[config.mk]
export PLATFORM = sky130hd
export DESIGN_NAME = palette_packer
export DESIGN_NICKNAME = d
export VERILOG_FILES = /design/src/rtl/pal_pkg.sv /design/src/rtl/pal_luma.sv /design/src/rtl/pal_narrow.sv /design/src/rtl/pal_table.sv /design/src/rtl/palette_packer.sv
export SDC_FILE = /design/constraint.sdc
export NUM_CORES = 1
export LEC_CHECK = 0
export BUFFER_PORTS_ARGS = -buffer_cell sky130_fd_sc_hd__buf_2
export CAP_MARGIN = 5
export CORE_ASPECT_RATIO = 0.75
export CORE_MARGIN = 2
export CORE_UTILIZATION = 30
export DETAILED_ROUTE_END_ITERATION = 6
export GPL_TIMING_DRIVEN = 0
export SKIP_LAST_GASP = 1
export SYNTH_ARGS = -nofsm -noshare
export SYNTH_HDL_FRONTEND = slang
export SYNTH_SLANG_ARGS = --single-unit
export TNS_END_PERCENT = 50
[constraint.sdc]
create_clock -name clk -period 15.1 [get_ports clk]
set_input_delay 4.53 -clock clk [delete_from_list [all_inputs] [get_ports clk]]
set_output_delay 4.53 -clock clk [all_outputs]
set_load 0.03 [all_outputs]
[src/rtl/pal_pkg.sv]
package pal_pkg;
   typedef enum logic [1:0] {
      FMT_1555 = 2'd0,
      FMT_X888 = 2'd1,
      FMT_8888 = 2'd2,
      FMT_RSVD = 2'd3
   } pal_fmt_e;

   localparam int CH_W    = 16;   // channel intensity width
   localparam int ENT_W   = 32;   // stored entry width
   localparam int FLD_MAX = 8;    // widest packed field
   localparam int NCH     = 4;    // channels: 0 red, 1 green, 2 blue, 3 alpha

   // field widths per channel for each layout
   localparam int W_1555 [NCH] = '{5, 5, 5, 1};
   localparam int W_X888 [NCH] = '{8, 8, 8, 0};
   localparam int W_8888 [NCH] = '{8, 8, 8, 8};
endpackage

[src/rtl/pal_luma.sv]
module pal_luma #(
   parameter int CW  = 16,
   parameter int KR  = 77,
   parameter int KG  = 151,
   parameter int KB  = 28,
   parameter int SHR = 8
) (
   input  logic [CW-1:0] r_i,
   input  logic [CW-1:0] g_i,
   input  logic [CW-1:0] b_i,
   output logic [CW-1:0] y_o
);
   localparam int ACC_W = CW + SHR;

   if (KR + KG + KB > (1 << SHR)) begin : g_bad_weights
      $error("pal_luma: weights exceed unity gain");
   end

   logic [ACC_W-1:0] acc;

   always_comb begin
      acc = ACC_W'(r_i) * ACC_W'(KR)
          + ACC_W'(g_i) * ACC_W'(KG)
          + ACC_W'(b_i) * ACC_W'(KB);
      y_o = acc[ACC_W-1:SHR];
   end
endmodule

[src/rtl/pal_narrow.sv]
module pal_narrow #(
   parameter int CW = 16,
   parameter int W  = 5,
   parameter int OW = 8
) (
   input  logic [CW-1:0] v_i,
   output logic [OW-1:0] f_o
);
   localparam int SUM_W = CW + OW + 1;
   localparam logic [SUM_W-1:0] HALF = SUM_W'((1 << (CW - 1)) - 1);

   if (W > OW) begin : g_bad_width
      $error("pal_narrow: field wider than output");
   end

   if (W == 0) begin : g_zero
      assign f_o = '0;
   end else begin : g_scale
      logic [SUM_W-1:0] sum;
      always_comb begin
         sum = (SUM_W'(v_i) << W) + HALF - SUM_W'(v_i);
         f_o = OW'(sum >> CW);
      end
   end
endmodule

[src/rtl/pal_table.sv]
module pal_table #(
   parameter int DEPTH = 16,
   parameter int DW    = 32
) (
   input  logic                     clk,
   input  logic                     rst_n,
   input  logic                     we,
   input  logic [$clog2(DEPTH)-1:0] widx,
   input  logic [DW-1:0]            wdata,
   input  logic [$clog2(DEPTH)-1:0] ridx,
   output logic [DW-1:0]            rdata
);
   localparam int AW = $clog2(DEPTH);

   if ((1 << AW) != DEPTH) begin : g_bad_depth
      $error("pal_table: depth must be a power of two");
   end

   logic [DW-1:0] ent_q [DEPTH];

   for (genvar e = 0; e < DEPTH; e++) begin : g_ent
      always_ff @(posedge clk) begin
         if (!rst_n)
            ent_q[e] <= '0;
         else if (we && (widx == AW'(e)))
            ent_q[e] <= wdata;
      end
   end

   assign rdata = ent_q[ridx];
endmodule

[src/rtl/palette_packer.sv]
module palette_packer
   import pal_pkg::*;
#(
   parameter int DEPTH = 16,
   parameter int IDX_W = 5,
   parameter int AW    = $clog2(DEPTH)
) (
   input  logic             clk,
   input  logic             rst_n,
   input  logic             wr_en,
   input  logic [IDX_W-1:0] wr_idx,
   input  logic [15:0]      red_in,
   input  logic [15:0]      grn_in,
   input  logic [15:0]      blu_in,
   input  logic [15:0]      alp_in,
   input  logic             gray_en,
   input  logic [1:0]       fmt_sel,
   input  logic [AW-1:0]    rd_idx,
   output logic [31:0]      rd_data,
   output logic             err_o
);
   if (IDX_W < AW || IDX_W > 31) begin : g_bad_idx
      $error("palette_packer: index width out of range");
   end
   if (AW != $clog2(DEPTH)) begin : g_bad_aw
      $error("palette_packer: AW must follow DEPTH");
   end

   // luminance stage
   logic [CH_W-1:0] luma;
   logic [CH_W-1:0] ch [NCH];

   pal_luma #(.CW(CH_W)) u_luma (
      .r_i (red_in),
      .g_i (grn_in),
      .b_i (blu_in),
      .y_o (luma)
   );

   always_comb begin
      ch[0] = gray_en ? luma : red_in;
      ch[1] = gray_en ? luma : grn_in;
      ch[2] = gray_en ? luma : blu_in;
      ch[3] = alp_in;
   end

   // narrowing units, one set per layout
   logic [FLD_MAX-1:0] f16 [NCH];
   logic [FLD_MAX-1:0] f32 [NCH];
   logic [FLD_MAX-1:0] f32a[NCH];

   for (genvar c = 0; c < NCH; c++) begin : g_ch
      pal_narrow #(.CW(CH_W), .W(W_1555[c]), .OW(FLD_MAX)) u_n16 (
         .v_i (ch[c]),
         .f_o (f16[c])
      );
      pal_narrow #(.CW(CH_W), .W(W_X888[c]), .OW(FLD_MAX)) u_n32 (
         .v_i (ch[c]),
         .f_o (f32[c])
      );
      pal_narrow #(.CW(CH_W), .W(W_8888[c]), .OW(FLD_MAX)) u_n32a (
         .v_i (ch[c]),
         .f_o (f32a[c])
      );
   end

   // field placement
   logic [ENT_W-1:0] packed_w;
   logic             fmt_ok;

   always_comb begin
      packed_w = '0;
      fmt_ok   = 1'b1;
      case (pal_fmt_e'(fmt_sel))
         FMT_1555: packed_w = {16'h0, f16[3][0], f16[0][4:0], f16[1][4:0], f16[2][4:0]};
         FMT_X888: packed_w = {f32[3], f32[0], f32[1], f32[2]};
         FMT_8888: packed_w = {f32a[3], f32a[0], f32a[1], f32a[2]};
         default:  fmt_ok   = 1'b0;
      endcase
   end

   // accept / reject
   logic idx_ok, accept, err_q;

   assign idx_ok = ({{(32 - IDX_W){1'b0}}, wr_idx} < 32'(DEPTH));
   assign accept = wr_en && idx_ok && fmt_ok;

   always_ff @(posedge clk) begin
      if (!rst_n)
         err_q <= 1'b0;
      else
         err_q <= wr_en && !accept;
   end

   assign err_o = err_q;

   pal_table #(.DEPTH(DEPTH), .DW(ENT_W)) u_tab (
      .clk   (clk),
      .rst_n (rst_n),
      .we    (accept),
      .widx  (wr_idx[AW-1:0]),
      .wdata (packed_w),
      .ridx  (rd_idx),
      .rdata (rd_data)
   );
endmodule

* Yosys cells after proc, flatten, opt, wreduce, memory -nomap -nowiden
Memories as Yosys holds them, arrays and structs flattened. Cells that the tools add are included.
Word-level totals: register bits after elaboration 1, RAM bits 512, output and inout bits 33, memories kept 1
Cells by class: add/sub/neg operators 18, $mul 3, order comparisons 1, equality and inequality tests 17, multiplexer cells 70, bitwise operators 16, reduce and logical (&&, ||, !) cells 23
Memory list:
- u_tab.ent_q | words 16, bits a word 32, read ports 1, clocked after Yosys merged registers in 0, write ports 16, line pal_table.sv:19 | logic [DW-1:0] ent_q [DEPTH];
Operators with widths (number):
- $mux 32 | 16
- $add 24x15->24 const B | 4
- $pmux 32 s3 | 1
- $sub 24x16->24 | 4
- $add 21x15->21 const B | 3
- $sub 21x16->21 | 3
- $mux 1 | 50
- $mux 16 | 3
- $eq 4x4->1 const B | 8
- $add 23x24->24 | 1
- $add 24x21->24 | 1
- $mul 16x8->24 const B | 1
- $mul 16x7->23 const B | 1
- $logic_and 1x1->1 | 19
- $mul 16x3->19 const B | 1
- $add 17x15->17 const B | 1
- $sub 17x16->17 | 1
- $eq 4x3->1 const B | 4
- $or 1x1->1 | 16
- $eq 4x2->1 const B | 2
- $lt 5x5->1 const B | 1
- $eq 4x1->1 const B | 1
- $logic_not 4->1 | 1
- $reduce_or 3->1 | 1
- 4 further kinds | 4

* Logic depth before layout (Yosys ltp)
Gate-level depths: netlist (run 1).
depth in word-level cells 9, mapped depth 44, depth with buffers taken out 43

* Modules after synthesis
Synthesis (run 1) repeated with hierarchy kept, for this count alone.
Unflattened totals: cells, all modules 3254, area total of the unflattened synthesis 37771.2 µm²
By module, submodules not included:
- pal_table | instances 1, cells an instance 1422, area each 22826.9 µm², seq. area each 15374.7 µm²
- pal_luma | instances 1, cells an instance 606, area each 5947.0 µm², seq. area each 0.0 µm²
- pal_narrow at g_ch[0].u_n32 ... | instances 6, cells an instance 99, area each 729.4 µm², seq. area each 0.0 µm²
- pal_narrow at g_ch[0].u_n16 ... | instances 3, cells an instance 88, area each 686.9 µm², seq. area each 0.0 µm²
- palette_packer | instances 1, cells an instance 184, area each 1104.8 µm², seq. area each 20.0 µm²
- pal_narrow at g_ch[3].u_n16 | instances 1, cells an instance 89, area each 719.4 µm², seq. area each 0.0 µm²
- pal_narrow at g_ch[3].u_n32a | instances 1, cells an instance 86, area each 671.9 µm², seq. area each 0.0 µm²
- pal_narrow at g_ch[3].u_n32 | instances 1, cells an instance 9, area each 63.8 µm², seq. area each 0.0 µm²

* Worst setup path after synthesis (run 1)
OpenSTA, ideal clock, no wires.
path type input port to flip-flop, start in blu_in[0], end mem u_tab.ent_q[10][9] (data pin), arrival 12893 ps, slack 1936 ps, stages on the path 42, buffers on the path 1, cells stage by stage fa_1 > ha_1 > inv_1 > fa_1 > nor2b_1 > o21ai_0 > a21boi_0 > o21ai_0 > a21boi_0 > o2111ai_1 > nand4b_1 > xnor2_1 > fa_1 > inv_1 > fa_1 > inv_1 > fa_1 > inv_1 > [6 not listed] > a21oi_1 > o21bai_1 > a21oi_1 > xnor2_1 > mux2i_1 > ha_1 > ha_1 > a21o_1 > a21o_1 > a21o_1 > o21a_1 > nor2_1 > a21oi_1 > a211o_1 > and4_1 > o311ai_4 > buf_6 > a21oi_1
RTL lines:
- start, declared | line palette_packer.sv:14 | input logic [15:0] blu_in,
- end, declared | line pal_table.sv:19

==> flow_metrics.tcl, run 1 <==
set metrics [dict create \
    cts_tree "done" \
    syn_to_final_growth_pct 13.8 \
    synth_edf_count 512 \
    cts_made_buffers 47 \
    end_kind "register" \
    period_needed_ns 14.59 \
    worstPathArrival_ns 14.99 \
    core_um2 110000 \
    gp_congestion 0.915 \
    crit_fanout 10 \
    crit_top_cell "a21oi_1" \
    fin_nets 3383 \
    finalHoldViolCount 0 \
    pre_cts_ws_ns -0.0957 \
    start_util 0.304 \
    hold_path_class "input pin to register" \
    worstSetupPathType "input pin to register" \
    port_buffers 105 \
    fill_cells 10800 \
    synth.net_count 3195 \
    status "finished, final reports clean" \
    die_w_um 389 \
    rsz0062_at_grt "yes" \
    yosysUniqueCellTypes 89 \
    cts.sinks 513 \
    async_flop_share 0 \
    drc_errors 0 \
    grtUsageTotal 0.174 \
    wire_per_inst_um 22.8 \
    netlist_area_um2 33400 \
    crit_path_top_delay_cell "fa_1" \
    first_iter_violations 2617 \
    setup_slack_ns 0.513 \
    max_freq_mhz 68.6 \
    yosys.cell_count.top_type "edfxtp_1" \
    drv_cap 0 \
    dp.cells 4263 \
    via_per_inst 5.29 \
    grt_max_degree 21 \
    grt_antenna_before_repair 9 \
    cts_buffer_depth 3 \
    setup_tns_ns 0 \
    chipHeight_um 293 \
    synth_common_cells "512 x edfxtp_1, 489 x nor2_1, 284 x ha_1, 259 x inv_1, 160 x mux4_2" \
    grt_pass1_vias 22900 \
    fin_cells 4371 \
    fin_crit_sh 0.966 \
    cp-endpoint "u_tab.ent_q[6][0]$_SDFFCE_PN0P_" \
    pin_count 112 \
    root_buffer "clkbuf_16" \
    dp_hpwl_mm 76.6 \
    tightest_slew_ns 1.23 \
    min_from "wr_en" \
    yosysSeqAreaShare 0.461 \
    yosysTopAreaCell "edfxtp_1" \
    synth.top_cell.area_share 0.461 \
    ff_latch_area_um2 15400 \
    dieArea_um2 114000 \
    overflow 0 \
    ant_nets 0 \
    multiInputGateArea_um2 16700 \
    ys_top_cells_by_area "edfxtp_1 46%, mux4_2 11%, ha_1 11%, fa_1 8.3%, nor2_1 5.5%" \
    setup_viol 0 \
    avgSynthCellArea_um2 12.4 \
    cp-startpoint "blu_in[1]" \
    layout-drive-gt1-share 0.157 \
    ys_warn_count 0 \
    syn_inst 2693 \
    drt_pass1_iterations 6 \
    cpPeakStageDelay_ns 0.56 \
    startpoint_type "input pin" \
    wl_mm 99.8 \
    slew_viol_final 0 \
    vias 23100 \
    row_count 105 \
    required_ns 15.51 \
    holdWs_ns 4.25 \
    grt_first_pass_wirelength_mm 149 \
    synth_seq_cells 513 \
    synth_ff_type "edfxtp_1" \
    cts.reportedPaths.clkPinSlew_ns 0.07 \
    maxSlewHeadroom 0.177 \
    cts_max_level 2 \
]
==> kinds of logic (layout without fill, tap and decap cells) <==
family / Yosys count / count (layout) / synth area share
other cells: 0 / 9 / 0
fa+ha+maj: 423 / 423 / 0.190
buf+inv: 386 / 611 / 0.0451
flops: 513 / 513 / 0.461
mux: 168 / 168 / 0.111
compound gates: 380 / 380 / 0.0781
simple gates: 763 / 763 / 0.0986
xor+xnor: 60 / 60 / 0.0164
==> layout make-up <==
type | count | area share
clock inverter | 27 | 0.00603
timing repair buffer | 139 | 0.0293
sequential | 513 | 0.405
clock buffer | 59 | 0.0322
buffer | 126 | 0.0140
tap | 1444 | 0.0476
inverter | 260 | 0.0257
antenna | 9 | 0.000593
multi-input combinational | 1794 | 0.439
==> per-layer routing <==
layer  vias to the layer above  global-route usage  share of wire  wire length [um]
li1                      10200                   -              -                 -
met2                      1160               0.250           0.42             41800
met4                         2              0.0479          0.027              2660
met1                     11600               0.257           0.44             44300
met5                         -                   0        0.00013                13
met3                       152              0.0473           0.11             11000
==> state kept, by name, indices dropped and copies added (netlist names) <==
signal / flops
u_tab.ent_q: 512
err_o: 1
==> stage by stage <==
step,area (um2),util
floorplan,33400,-
global placement,35700,0.325
detailed placement,36400,0.331
CTS,37800,0.344
global route,38000,0.346
finish,38000,0.346
==> worst min path at each step <==
| stage | slack, ns | cells after the start | endpoint |
|---|---|---|---|
| 4_1_cts | 4.24 | 3 | err_o$_SDFF_PN0_ |
| 3_3_place_gp | 4.83 | 3 | err_o$_SDFF_PN0_ |
| 6_report | 4.25 | 3 | err_o$_SDFF_PN0_ |
| 3_5_place_dp | 4.84 | 3 | err_o$_SDFF_PN0_ |
| 5_1_grt | 4.25 | 3 | err_o$_SDFF_PN0_ |
| 2_1_floorplan | 4.65 | 2 | err_o$_SDFF_PN0_ |
==> placed cells by master, fill, tap and decap left out, types with 36 or more instances in the layout <==
| master | instances |
|---|---|
| nand2_1 | 78 |
| xnor2_1 | 36 |
| o21ai_0 | 45 |
| edfxtp_1 | 512 |
| buf_2 | 120 |
| a21o_1 | 43 |
| nand3_1 | 38 |
| nor3_1 | 54 |
| fa_1 | 139 |
| clkbuf_1 | 105 |
| ha_1 | 284 |
| inv_1 | 259 |
| a21oi_1 | 122 |
| mux4_2 | 160 |
| clkbuf_16 | 47 |
| nor2_1 | 489 |
==> worst max-delay path: cells and delay by family <==
family | cells | cell delay (ns)
AO/OA/AOI/OAI | 20 | 5.43
adder cells (fa/ha/maj) | 8 | 3.09
AND/OR/NAND/NOR | 6 | 1.17
buffers and inverters | 5 | 0.60
XOR/XNOR | 1 | 0.17
==> what timing repair did <==
item                       CTS  global route
setup endpoints to repair    0           120
setup buffers                0            12
hold endpoints to repair     0             0
hold buffers                 0             0
gates resized for setup      0             7
Power of run 1 is left out: the tool's default activity adds up to more than one toggle a clock period on the data nets, which glitch-free logic cannot reach.
==> run 2, diff against run 1 <==
CTS_CLUSTER_SIZE = 25   (was default)
SLEW_MARGIN = 20   (was default)
clock period = 16.1 ns   (was 15.1 ns; I/O delays follow)
==> run 2 against run 1 <==
Net effect:
- first-iteration DRC count grew 1.8%
- design area grew 0.58%
- worst setup slack gained 0.46 ns
- final cell count shrank 0.21%
- worst hold slack gained 0.29 ns
- highest routed layer unchanged
==> flow_metrics.tcl, run 2 (synthesis results as in run 1) <==
set metrics [dict create \
    die_w_um 389 \
    root_buffer "clkbuf_16" \
    cp-startpoint "blu_in[0]" \
    crit_path_top_delay_cell "fa_1" \
    fin_cells 4362 \
    hold_path_class "input pin to register" \
    setup_viol 0 \
    port_buffers 105 \
    pin_count 112 \
    fin_crit_sh 0.940 \
    dieArea_um2 114000 \
    worstSetupPathType "input pin to register" \
    cts.reportedPaths.clkPinSlew_ns 0.06 \
    via_per_inst 5.26 \
    largest_register_ffs 512 \
    wire_per_inst_um 23.0 \
    drv_cap 0 \
    ant_nets 0 \
    vias 23000 \
    status "finished, final reports clean" \
    layout-drive-gt1-share 0.161 \
    start_util 0.304 \
    drt_pass1_iterations 6 \
    final_cell_mix "512 x edfxtp_1, 488 x nor2_1, 284 x ha_1, 259 x inv_1, 160 x mux4_2" \
    cts-resized-gates 0 \
    startpoint_type "input pin" \
    dp.cells 4275 \
    cts.sinks 513 \
    cpPeakStageDelay_ns 0.54 \
    end_kind "register" \
    grtUsageTotal 0.175 \
    drc_errors 0 \
    setup_slack_ns 0.974 \
    crit_fanout 10 \
    grt_first_pass_wirelength_mm 150 \
    period_needed_ns 15.13 \
    grt_pass1_vias 22900 \
    dp_hpwl_mm 77.6 \
    post_cts_buffers 0 \
    rsz0062_at_grt "no" \
    worstPathArrival_ns 15.40 \
    post-route-util 0.348 \
    grt_max_degree 18 \
    maxSlewHeadroom 0.219 \
    cts_buffer_depth 3 \
    setup_tns_ns 0 \
    final_common_cell "edfxtp_1" \
    wl_mm 100 \
    gp_congestion 0.915 \
    pre_cts_ws_ns 0.618 \
    overflow 0 \
    ctsHoldBuffers 0 \
    grt_antenna_before_repair 3 \
    min_from "wr_en" \
    slew_viol_final 0 \
    tightest_slew_ns 1.17 \
    chipHeight_um 293 \
    core_um2 110000 \
    top_register "u_tab.ent_q" \
    finalHoldViolCount 0 \
    cts_max_level 2 \
    cts_made_buffers 47 \
    row_count 105 \
    fin_nets 3382 \
    max_freq_mhz 66.1 \
    cts_tree "done" \
    syn_to_final_growth_pct 14.5 \
    required_ns 16.38 \
    first_iter_violations 2663 \
]
run 2: cell count changes in the layout (fill, tap and decap cells not counted), moves of 5 or more:
cell | previous run | this run
buf_1 | 10 | 3
buf_12 | 10 | 1
buf_16 | 10 | 28
buf_4 | 16 | 5
clkbuf_1 | 105 | 95
clkbuf_2 | 2 | 11
diode_2 | 9 | 4
run 2: worst paths after layout:
kind  depth (start not counted)                                to  slack (ns)
max                          44  u_tab.ent_q[12][1]$_SDFFCE_PN0P_        0.97
min                           3                  err_o$_SDFF_PN0_        4.54
run 2: layout make-up:
| class | count | area [um2] |
|---|---|---|
| repair buffers | 138 | 1370 |
| well taps | 1444 | 1810 |
| multi-input cells | 1794 | 16700 |
| clock inverters | 27 | 234 |
| fillers | 10800 | 71600 |
| inverters | 260 | 976 |
| plain buffers | 126 | 548 |
| flip-flops and latches | 513 | 15400 |
| diodes | 4 | 10.0 |
| clock buffers | 56 | 1210 |
run 2: metrics by stage:
stage	hold WS, ns	area (um2)
detailed placement	5.13	36700
global route	4.52	38200
finish	4.54	38200
CTS	4.52	38200
floorplan	4.95	33400
global placement	5.13	35700
run 2: worst max-delay path, delay by kind of cell:
kind            cells  cell delay, ns
compound gates     19            4.35
simple gates        7            0.89
fa+ha+maj           9            3.69
buf+inv             6            0.62
mux                 1            0.37
xor+xnor            2            0.67
run 2: metal layers:
layer | global-route usage | up-vias | share of wire
met4 | 0.0345 | 2 | 0.019
met5 | 0.00761 | - | 0.0012
met3 | 0.0381 | 130 | 0.10
li1 | - | 10200 | -
met2 | 0.258 | 1098 | 0.43
met1 | 0.262 | 11500 | 0.45
Power of run 2 is left out for the same reason.
